==> config.mk <==
export PLATFORM = sky130hd
export DESIGN_NAME = tick_timer
export DESIGN_NICKNAME = d
export VERILOG_FILES = /design/src/rtl/tick_timer_pkg.sv /design/src/rtl/tick_counter.sv /design/src/rtl/tick_status.sv /design/src/rtl/tick_timer.sv
export SDC_FILE = /design/constraint.sdc
export NUM_CORES = 1
export LEC_CHECK = 0
export CORE_AREA = 3 3 85 87
export CTS_CLUSTER_SIZE = 12
export DETAILED_ROUTE_END_ITERATION = 16
export DIE_AREA = 0 0 88 90
export DONT_BUFFER_PORTS = 1
export PLACE_DENSITY_LB_ADDON = 0.08
export SKIP_CTS_REPAIR_TIMING = 1
export SYNTH_ARGS = -nofsm -noshare
export SYNTH_HDL_FRONTEND = slang
export SYNTH_HIERARCHICAL = 1
export SYNTH_SLANG_ARGS = --single-unit
export TNS_END_PERCENT = 20
==> constraint.sdc <==
create_clock -name clk -period 2.6 [get_ports clk]
set_input_delay 0.39 -clock clk [delete_from_list [all_inputs] [get_ports clk]]
set_output_delay 0.39 -clock clk [all_outputs]
set_load 0.01 [all_outputs]
==> src/rtl/tick_timer_pkg.sv <==
// Shared constants for the tick timer: register offsets and bit positions.
// Assumes byte addressing with aligned 32-bit word accesses.
package tick_timer_pkg;
    localparam int unsigned OFS_CTRL   = 'h10;
    localparam int unsigned OFS_RELOAD = 'h14;
    localparam int unsigned OFS_COUNT  = 'h18;
    localparam int unsigned OFS_CALIB  = 'h1C;

    localparam int BIT_EN   = 0;
    localparam int BIT_IE   = 1;
    localparam int BIT_CLK  = 2;
    localparam int BIT_FLAG = 16;
endpackage

==> src/rtl/tick_counter.sv <==
// Down-counter core. It decrements on each step, loads the reload value on a
// step taken at zero, and is zeroed by a clear request that overrides any step.
// Assumes step and clear are single-cycle qualifiers from the same clock.
module tick_counter #(
    parameter int CNT_W = 24
) (
    input  logic             clk,
    input  logic             rst_n,
    input  logic             step,
    input  logic             clear,
    input  logic [CNT_W-1:0] reload,
    output logic [CNT_W-1:0] count,
    output logic             hit
);
    localparam logic [CNT_W-1:0] ONE = CNT_W'(1);

    // Natural arrival at zero: a step from one that no clear overrides.
    assign hit = step && !clear && (count == ONE);

    // Count register: clear, wrap to reload, or decrement.
    always_ff @(posedge clk) begin
        if (!rst_n)
            count <= '0;
        else if (clear)
            count <= '0;
        else if (step)
            count <= (count == '0) ? reload : count - ONE;
    end
endmodule

==> src/rtl/tick_status.sv <==
// Sticky wrap flag. It is set by a hit and cleared by a status read or a count
// clear; a hit wins over a clear in the same cycle. Assumes hit and clear are
// never both produced by a count clear (the counter gates hit with clear).
module tick_status (
    input  logic clk,
    input  logic rst_n,
    input  logic hit,
    input  logic rd_clear,
    input  logic wr_clear,
    output logic flag
);
    // Flag register with set priority.
    always_ff @(posedge clk) begin
        if (!rst_n)
            flag <= 1'b0;
        else if (hit)
            flag <= 1'b1;
        else if (rd_clear || wr_clear)
            flag <= 1'b0;
    end
endmodule

==> src/rtl/tick_timer.sv <==
// System tick timer top. It decodes the register bus, holds the control and
// reload registers, qualifies steps and drives the interrupt pulse.
// Assumes one access per cycle and aligned word addresses; read data is
// combinational in the access cycle.
module tick_timer
    import tick_timer_pkg::*;
#(
    parameter int          CNT_W     = 24,
    parameter int          ADDR_W    = 8,
    parameter logic [31:0] CALIB_VAL = 32'h0000_0004
) (
    input  logic              clk,
    input  logic              rst_n,
    input  logic              sel,
    input  logic              wr_en,
    input  logic [ADDR_W-1:0] addr,
    input  logic [31:0]       wdata,
    output logic [31:0]       rdata,
    input  logic              ref_tick,
    input  logic              dbg_halt,
    output logic              irq
);
    localparam int PAD_W = 32 - CNT_W;

    logic             hit_ctrl, hit_reload, hit_count, hit_calib;
    logic             ctrl_wr, reload_wr, cvr_wr, ctrl_rd;
    logic             ctl_en, ctl_ie, ctl_clk;
    logic [CNT_W-1:0] reload;
    logic [CNT_W-1:0] cnt;
    logic             step, zero_hit, flag;
    logic             unused_wbits;

    // Address decode against the fixed register offsets.
    assign hit_ctrl   = (addr == ADDR_W'(OFS_CTRL));
    assign hit_reload = (addr == ADDR_W'(OFS_RELOAD));
    assign hit_count  = (addr == ADDR_W'(OFS_COUNT));
    assign hit_calib  = (addr == ADDR_W'(OFS_CALIB));

    assign ctrl_wr   = sel &&  wr_en && hit_ctrl;
    assign reload_wr = sel &&  wr_en && hit_reload;
    assign cvr_wr    = sel &&  wr_en && hit_count;
    assign ctrl_rd   = sel && !wr_en && hit_ctrl;

    assign unused_wbits = ^{wdata[31:CNT_W]};

    // Control bits, written as a word.
    always_ff @(posedge clk) begin
        if (!rst_n) begin
            ctl_en  <= 1'b0;
            ctl_ie  <= 1'b0;
            ctl_clk <= 1'b0;
        end else if (ctrl_wr) begin
            ctl_en  <= wdata[BIT_EN];
            ctl_ie  <= wdata[BIT_IE];
            ctl_clk <= wdata[BIT_CLK];
        end
    end

    // Reload register, low CNT_W bits only.
    always_ff @(posedge clk) begin
        if (!rst_n)
            reload <= '0;
        else if (reload_wr)
            reload <= wdata[CNT_W-1:0];
    end

    // Step qualifier: enabled, not halted, and clock source active.
    assign step = ctl_en && !dbg_halt && (ctl_clk || ref_tick);

    tick_counter #(.CNT_W(CNT_W)) u_counter (
        .clk    (clk),
        .rst_n  (rst_n),
        .step   (step),
        .clear  (cvr_wr),
        .reload (reload),
        .count  (cnt),
        .hit    (zero_hit)
    );

    tick_status u_status (
        .clk      (clk),
        .rst_n    (rst_n),
        .hit      (zero_hit),
        .rd_clear (ctrl_rd),
        .wr_clear (cvr_wr),
        .flag     (flag)
    );

    // Interrupt pulse, one cycle after a natural arrival at zero.
    always_ff @(posedge clk) begin
        if (!rst_n)
            irq <= 1'b0;
        else
            irq <= zero_hit && ctl_ie;
    end

    // Read multiplexer; unmapped offsets and writes return zero.
    always_comb begin
        rdata = '0;
        if (sel && !wr_en) begin
            if (hit_ctrl) begin
                rdata[BIT_EN]   = ctl_en;
                rdata[BIT_IE]   = ctl_ie;
                rdata[BIT_CLK]  = ctl_clk;
                rdata[BIT_FLAG] = flag;
            end else if (hit_reload)
                rdata = {{PAD_W{1'b0}}, reload};
            else if (hit_count)
                rdata = {{PAD_W{1'b0}}, cnt};
            else if (hit_calib)
                rdata = CALIB_VAL;
        end
    end
endmodule

**Word-level counts from Yosys, hierarchy flattened**

Cells that the tools add are included.

- Output and inout bits: 33
- Bits of input ports: 46
- Bits in registers: 53

- Muxes and demuxes: 11
- Equality and inequality tests: 5
- Reductions and logical operators: 19
- Bitwise gates (word level): 1
- $add $sub $neg: 1

Operator list:

| kind | count |
|---|---|
| 2-to-1 mux 32 bit | 3 |
| == test 8 x 5 -> 1 bit, second input constant | 4 |
| == test 24 x 1 -> 1 bit, second input constant | 1 |
| logical NOT 24 bit | 1 |
| 2-to-1 mux 24 bit | 1 |
| subtractor 24 x 1 -> 24 bit, second input constant | 1 |
| 2-to-1 mux 15 bit | 1 |
| 2-to-1 mux 13 bit | 1 |
| logical AND 1 bit | 11 |
| 2-to-1 mux 3 bit | 2 |
| logical NOT 1 bit | 3 |
| 2-to-1 mux 1 bit | 3 |
| logical OR 1 bit | 2 |
| nonzero test 2 bit | 1 |
| OR reduction 2 bit | 1 |
| NOT 1 bit | 1 |

**Depth between registers and ports, before layout**

Gate-level depths: netlist of run 1.

- Depth after elaboration: 6
- Gate-level depth with buffers: 10
- Depth with buffers taken out: 7

**By module**

Netlist of run 1, hierarchy kept.

By module, submodules not included:

| module | area an instance (sq um) | cells an instance | instances | sequential area each (sq um) |
|---|---|---|---|---|
| tick_timer | 1606.5 | 198 | 1 | 560.5 |
| tick_counter | 1599.0 | 201 | 1 | 480.5 |
| tick_status | 40.0 | 3 | 1 | 20.0 |

**Worst setup path before layout of run 1**

No wires, ideal clock.

- Path kind: register to register
- Start: register u_counter.count[9]
- End: register u_counter.count[3]
- Cell stages (with the launch flop): 9
- Library setup time: 117 ps
- Arrival: 2499 ps
- Buffers on the path: 3
- Slack: -16 ps
- Cells stage by stage: dfxtp_1 -> or4_1 -> or4_4 -> buf_6 -> or2_1 -> buf_6 -> buf_8 -> mux2_4 -> a32o_1

- Word-level cells in the longest chain between the ends: 2

Ends and longest elaborated chain:

| item | line | text |
|---|---|---|
| from (decl) | tick_counter.sv:12 | `output logic [CNT_W-1:0] count,` |
| from (signal assigned) | tick_counter.sv:27 | `count <= (count == '0) ? reload : count - ONE;` |
| logical NOT 24 bit | tick_counter.sv:27 |  |
| 2-to-1 mux 24 bit | tick_counter.sv:27 |  |

No other way between the ends.
A chain may end at the register's enable or synchronous reset.

**Final worst setup path of run 1**

- Start: register u_counter.count[12]
- End: register u_counter.count[5]

Same word-level chain as after synthesis.

==> flow_summary_export.csv, run 1 <==
group,metric,value,unit
synth,yosysTopAreaCellShare,32.7,%
finish,seqCellArea,1060,um2
setup_path,cp_num_buf_inv,1,
floorplanning,die_h,90,um
synth,seq_area_frac_synth,32.7,%
floorplanning,die_x,88,um
synth,yosysTopAreaCell,"dfxtp_1",
sta,rsz0062_at_grt,"no",
outcome,outcome,"finished, final reports clean",
synth,synth_edf_count,0,
power_and_ir_drop,vdd_drop_max,186,uV
finish,mostFrequentLayoutCell,"nand2_1",
setup_path,crit_fanout,8,
synth,async_flop_share,0,%
placed_design,routabilityCongestion,0.914,
cts,cts_made_buffers,5,
setup_path,rr_startpoint,"u_counter/count[12]",
cts,htreeDepth,2,
finish,multi_input_area,1980,um2
drt,wl_per_cell,17.4,um
drt,wirelength,8490,um
drt,vias_per_cell,5.92,
sta,maxSlewViolCount,0,
finish,layout_common_cells,"nand2_1 (66), dfxtp_1 (53), nor2_1 (46)",
setup_path,crit_slowest_cell,"or4_1",
cts,clk_path_buf_depth,2,
synth,synthAdderAreaFrac,1.16,%
sta,finClkSkew,6.68,ps
setup_path,path_cells,"or4_1, or4_4, or2_1, buf_4, mux2_4, a32o_1",
synth,synth_compound_area_share,18.2,%
setup_path,reg2reg_depth,6,
hold_path,hold_class,"primary input to flip-flop",
drt,dr.pass1.iters,5,
sta,worst_slew_pin_slew,527,ps
cts,cts_root_buffer,"clkbuf_8",
sta,fin_setup_tns,0,ps
power_and_ir_drop,powerDensity,413,nW/um2
floorplanning,coreArea,6420,um2
placed_design,port_buffers,0,
sta,period_needed,2500,ps
drt,vias,2895,
cts,insertion_delay,320,ps
finish,n_antenna_cell,0,
setup_path,r2r_end,"u_counter/count[5]",
setup_path,path_delay_family,"simple AND/OR/NAND/NOR gates",
cts,path_clk_slew,100,ps
drt,detail-route-antenna-nets,0,
drt,drt_iter0_drc,182,
setup_path,max_stage_delay,570,ps
floorplanning,fp.dieArea,7920,um2
cts,cts_tree,"built",
floorplanning,rows,29,
setup_path,criticalPathCategory,"flip-flop to flip-flop",
grt,grt_pass1_vias,2789,
setup_path,crit_required,2820,ps
setup_path,setup.worst_path.end,"u_counter/count[5]",
job,cap_violations,0,
synth,syn_inst,402,
synth,synthTopCellsByArea,"dfxtp_1 (33%), mux2i_1 (11%), nand2_1 (7.6%), nor2_1 (5.3%), a22oi_1 (4.6%)",
sta,finalSetupViolCount,0,
grt,grt_pass1_wl,14100,um
sta,slew_headroom,64.7,%
drt,drc,0,
floorplanning,start_util,50.5,%
finish,final_core_util,54.7,%
grt,antenna_found_initial,0,
synth,yosys.area_share.xor_xnor,0,%
synth,synthSimpleGateAreaFrac,26.2,%
grt,grtUsageTotal,22.1,%
synth,synth_cell_type_count,50,
grt,grt_max_degree,56,
synth,synth_top_family_by_area,"simple AND/OR/NAND/NOR gates",
placed_design,place_hpwl,6060,um
synth,syn-mean-instance-area,8.07,um2
synth,ys_warn_count,6,
sta,timing.final.crit_share,96.3,%
power_and_ir_drop,p_leak,1.41,nW
grt,grt_overflow_total,0,
setup_path,cp_data_arrival_time,2720,ps
setup_path,cp-startpoint,"u_counter/count[12]",
finish,fill_cells,649,
finish,layout.nets,460,
synth,synth-main-ff-cell,"dfxtp_1",
floorplanning,ios,79,
setup_path,worst-path-stages,6,
synth,synth-seq-cells,53,
sta,max_freq,400,MHz
setup_path,reg2reg_slack,100,ps
sta,hold_viol_final,0,
synth,synthMuxAreaShare,14.1,%
setup_path,critPathLaunchType,"flip-flop",
finish,area_delta_synth_final,8.21,%
cts,clock_sink_count,53,
synth,synth_area,3250,um2
setup_path,end_kind,"flip-flop",
finish,drive_above_1_share,13.1,%
[stage by stage]
| stage | cell area, um2 | std cells | hold slack, ps | total power, mW | setup slack (ps) |
|---|---|---|---|---|---|
| after detailed placement | 3400 | 481 | 466 | 0.888 | 116 |
| after global placement | 3400 | 481 | 456 | 0.888 | 144 |
| final | 3510 | 489 | 186 | 1.45 | 97.2 |
| after floorplan | 3270 | 409 | 446 | 0.894 | 3.49 |
| after global routing | 3510 | 489 | 187 | 1.50 | 38.9 |
| after CTS | 3510 | 489 | 180 | 1.47 | 98.3 |
[report_power, final]
group / internal [mW] / total [mW] / switching (mW)
registers: 0.811 / 0.812 / 0.000255
clock network: 0.289 / 0.583 / 0.294
logic: 0.0207 / 0.0577 / 0.0370
total: 1.12 / 1.45 / 0.331
[logic make-up (layout without fill, tap and decap cells)]
kind of cell               Yosys count  in the layout
adders and majority gates            3              3
muxes                               44             44
and+or+nand+nor                    175            175
DFF                                 53             53
other                                1              8
buffers and inverters               42             45
AOI/OAI and AO/OA                   84             84
[per-layer routing]
layer  share of wire, %  GRT usage [%]  wire length [um]
met5                  0              0                 0
met4               0.89           4.86                76
met3                4.8           3.20               404
met2                 48           35.6              4080
met1                 46           30.9              3930
[sequential cells by signal (all words and copies together) (netlist names)]
register         flops
ctl_en               1
ctl_ie               1
u_counter/count     24
u_status/flag        1
ctl_clk              1
reload              24
irq                  1
[worst min-delay path by stage]
stage | startpoint | endpoint | slack, ps | cells past startpoint
finish | rst_n | u_status/flag | 190 | 1
global placement | ctl_en | ctl_en | 460 | 2
global route | rst_n | u_status/flag | 190 | 1
CTS | rst_n | u_status/flag | 180 | 1
floorplan | ctl_en | ctl_en | 450 | 2
detailed placement | ctl_ie | ctl_ie | 470 | 2
[synthesized netlist by cell type (4+ instances only)]
cell and count:
nor2_1 46, o21ai_0 20, nand2b_1 4, buf_2 8, nor3_1 20, buf_6 4
inv_1 7, a21oi_1 6, a32o_1 9, dfxtp_1 53, o22ai_1 6, a22oi_1 20
clkbuf_1 12, buf_4 9, or3_1 5, nand3_1 4, mux2_2 6, nor2b_1 6
a211oi_1 7, nand2_1 66, mux2i_1 36, nor4b_1 5
[layout make-up]
cell class                      instances  area share [%]
Inverter                                7           0.748
Timing Repair Buffer                   30            6.77
Clock buffer                            5            1.96
Multi-Input combinational cell        314            56.3
Clock inverter                          3            1.32
Sequential cell                        53            30.2
Tap cell                               77            2.74
Power figures use the tool's default switching activity.
==> inputs of run 2 (changes only) <==
--- a/config.mk
+++ b/config.mk
@@ -5,15 +5,14 @@
 export SDC_FILE = /design/constraint.sdc
 export NUM_CORES = 1
 export LEC_CHECK = 0
-export CORE_AREA = 3 3 85 87
+export CORE_AREA = 2 2 83 85
 export CTS_CLUSTER_SIZE = 12
 export DETAILED_ROUTE_END_ITERATION = 16
-export DIE_AREA = 0 0 88 90
+export DIE_AREA = 0 0 85 87
 export DONT_BUFFER_PORTS = 1
 export PLACE_DENSITY_LB_ADDON = 0.08
 export SKIP_CTS_REPAIR_TIMING = 1
 export SYNTH_ARGS = -nofsm -noshare
 export SYNTH_HDL_FRONTEND = slang
-export SYNTH_HIERARCHICAL = 1
 export SYNTH_SLANG_ARGS = --single-unit
 export TNS_END_PERCENT = 20
==> run 2 against run 1 <==
- critical path type unchanged
- clock power is 3% higher
- largest cell class unchanged
- critical endpoint is now u_counter.count[1]
- cell count grew 5.1%
- critical path depth shrank 1
==> flow_summary_export.csv, run 2 <==
group,metric,value,unit
finish,fill_cells,675,
finish,layout_common_cells,"nand2_1 (75), dfxtp_1 (53), nor2_1 (41)",
job,cap_violations,0,
hold_path,hold_end,"reload[9]",
synth,synthAdderAreaFrac,1.20,%
floorplanning,die_x,85,um
synth,synthMuxAreaShare,2.64,%
synth,synth_compound_area_share,23.9,%
setup_path,cp_num_buf_inv,0,
floorplanning,fp.dieArea,7400,um2
setup_path,crit_fanout,10,
grt,grt_max_degree,28,
synth,syn-mean-instance-area,7.37,um2
drt,drc,0,
setup_path,cp_common_cell,"or4_4",
sta,timing.final.crit_share,95.6,%
placed_design,placed_cells,506,
setup_path,criticalPathCategory,"flip-flop to flip-flop",
drt,wl_per_cell,17.4,um
sta,max_freq,402,MHz
synth,synth.most_common_cell,"nand2_1",
floorplanning,die_h,87,um
sta,fin_setup_tns,0,ps
power_and_ir_drop,powerDensity,459,nW/um2
synth,synth-seq-cells,53,
synth,synthSimpleGateAreaFrac,29.7,%
placed_design,port_buffers,0,
cts,insertion_delay,320,ps
power_and_ir_drop,p_leak,1.22,nW
finish,reg.largest.list,"reload: 24 flops, u_counter.count: 24 flops",
setup_path,reg2reg_depth,5,
sta,maxSlewViolCount,0,
finish,area_delta_synth_final,10.3,%
setup_path,critPathLaunchType,"flip-flop",
synth,synthTopCellsByArea,"dfxtp_1 (34%), nand2_1 (9.0%), a22oi_1 (7.0%), a21oi_1 (5.0%), nor2_1 (4.9%)",
grt,grt_pass1_wl,14700,um
finish,final_core_util,52.6,%
placed_design,routabilityCongestion,0.885,
placed_design,pre_cts_ws,148,ps
floorplanning,ios,79,
cts,clk_path_buf_depth,2,
sta,final.setup.worst_slack,114,ps
setup_path,r2r_end,"u_counter.count[1]",
sta,hold_viol_final,0,
setup_path,rr_startpoint,"u_counter.count[18]",
drt,wirelength,8960,um
sta,rsz0062_at_grt,"no",
setup_path,reg2reg_slack,110,ps
synth,ys_warn_count,0,
setup_path,end_kind,"flip-flop",
power_and_ir_drop,vdd_drop_max,306,uV
finish,n_antenna_cell,0,
floorplanning,start_util,47.7,%
placed_design,place_hpwl,6560,um
synth,synth_commonest_cells,"nand2_1 (75), dfxtp_1 (53), nor2_1 (41)",
synth,yosys.area_share.xor_xnor,0.280,%
drt,dr.pass1.iters,7,
synth,synth_top_family_by_area,"simple AND/OR/NAND/NOR gates",
hold_path,hold_path_depth,2,
synth,synth_cell_type_count,56,
synth,async_flop_share,0,%
grt,antenna_found_initial,0,
grt,grt_pass1_vias,2919,
grt,grt_overflow_total,0,
finish,mostFrequentLayoutCell,"nand2_1",
floorplanning,coreArea,6570,um2
hold_path,hold_path_startpoint,"wdata[9]",
finish,drive_above_1_share,13.8,%
sta,worst_slew_pin_slew,764,ps
drt,vias_per_cell,6.15,
setup_path,cp_data_arrival_time,2730,ps
cts,clock_sink_count,53,
synth,yosysTopAreaCell,"dfxtp_1",
grt,grtUsageTotal,24.8,%
hold_path,hold_class,"primary input to flip-flop",
setup_path,path_delay_family,"simple AND/OR/NAND/NOR gates",
cts,path_clk_slew,110,ps
synth,seq_area_frac_synth,33.9,%
setup_path,crit_slowest_cell,"or4_4",
setup_path,path_cells,"or4_4, or4_1, or4_4, and2_4, o31ai_2",
sta,finalSetupViolCount,0,
cts,cts_tree,"built",
synth,synth_edf_count,0,
finish,final_cells,514,
sta,slew_headroom,48.8,%
drt,vias,3162,
cts,cts_root_buffer,"clkbuf_8",
drt,drt_iter0_drc,260,
drt,detail-route-antenna-nets,0,
cts,cts_made_buffers,5,
outcome,outcome,"finished, final reports clean",
sta,period_needed,2490,ps
cts,htreeDepth,2,
synth,synth_area,3130,um2
floorplanning,rows,30,
setup_path,max_stage_delay,610,ps
synth,syn_inst,425,
sta,finClkSkew,11.1,ps
synth,yosysTopAreaCellShare,33.9,%
finish,layout.nets,482,
synth,synth-main-ff-cell,"dfxtp_1",
setup_path,crit_required,2840,ps
run 2: cell types whose count changed after synthesis, sizes merged, moves of 7 or more:
cell    before  now
nand2       66   75
nand3        5   16
a22oi       20   29
clkbuf      12   28
o21ai       20   13
a21oi        6   31
a32o         9    0
buf         23   13
mux2i       36    6
a31oi        2    9
run 2: kinds of logic (layout without fill, tap and decap cells):
group,Yosys count,after routing
muxes,8,8
adders and majority gates,3,3
buffers and inverters,53,55
other,1,8
DFF,53,53
AOI/OAI and AO/OA,112,112
xor gates and xnor gates,1,1
and+or+nand+nor,194,194
run 2: area by class of cell:
cell class,count,area (um2),area share [%]
Tap cell,80,100,2.90
Inverter,12,45.0,1.30
Clock inverter,3,47.5,1.38
Clock buffer,5,68.8,1.99
Sequential cell,53,1060,30.7
Timing Repair Buffer,35,263,7.61
Multi-Input combinational cell,326,1870,54.1
run 2: per-stage QoR:
step	hold slack [ps]	power (mW)	instance area [um2]
detailed placement	452	1.00	3340
finish	191	1.59	3450
global route	192	1.64	3450
global placement	452	0.998	3340
CTS	188	1.59	3450
floorplan	429	0.962	3160
run 2: worst register-to-register path: cells and delay by family (launching register included):
kind	cells	cell delay [ps]
and+or+nand+nor	4	1850
DFF	1	370
AOI/OAI and AO/OA	1	190
run 2: power breakdown:
part	total, mW	internal [mW]	switching, mW
Sequential	0.818	0.814	0.00393
Combinational	0.166	0.0636	0.102
Clock	0.601	0.294	0.307
run 2: metal layers:
| metal | routed length (um) | share of wire (%) | vias up | global-route usage, % |
|---|---|---|---|---|
| met2 | 4110 | 46 | 78 | 39.4 |
| met1 | 4340 | 48 | 1529 | 35.4 |
| met3 | 448 | 5.0 | 5 | 4.45 |
| met4 | 63 | 0.70 | 0 | 4.91 |
| li1 | - | - | 1550 | - |
| met5 | 0 | 0 | - | 0 |
run 2: worst max path at each step:
stage | from | end | slack [ps] | cells past startpoint
finish | u_counter.count[18] | u_counter.count[1] | 110 | 5
global route | u_counter.count[18] | u_counter.count[1] | 60 | 5
CTS | u_counter.count[18] | u_counter.count[1] | 120 | 5
detailed placement | u_counter.count[16] | u_counter.count[1] | 150 | 5
global placement | u_counter.count[18] | u_counter.count[1] | 170 | 5
floorplan | u_counter.count[16] | u_counter.count[1] | 80 | 8
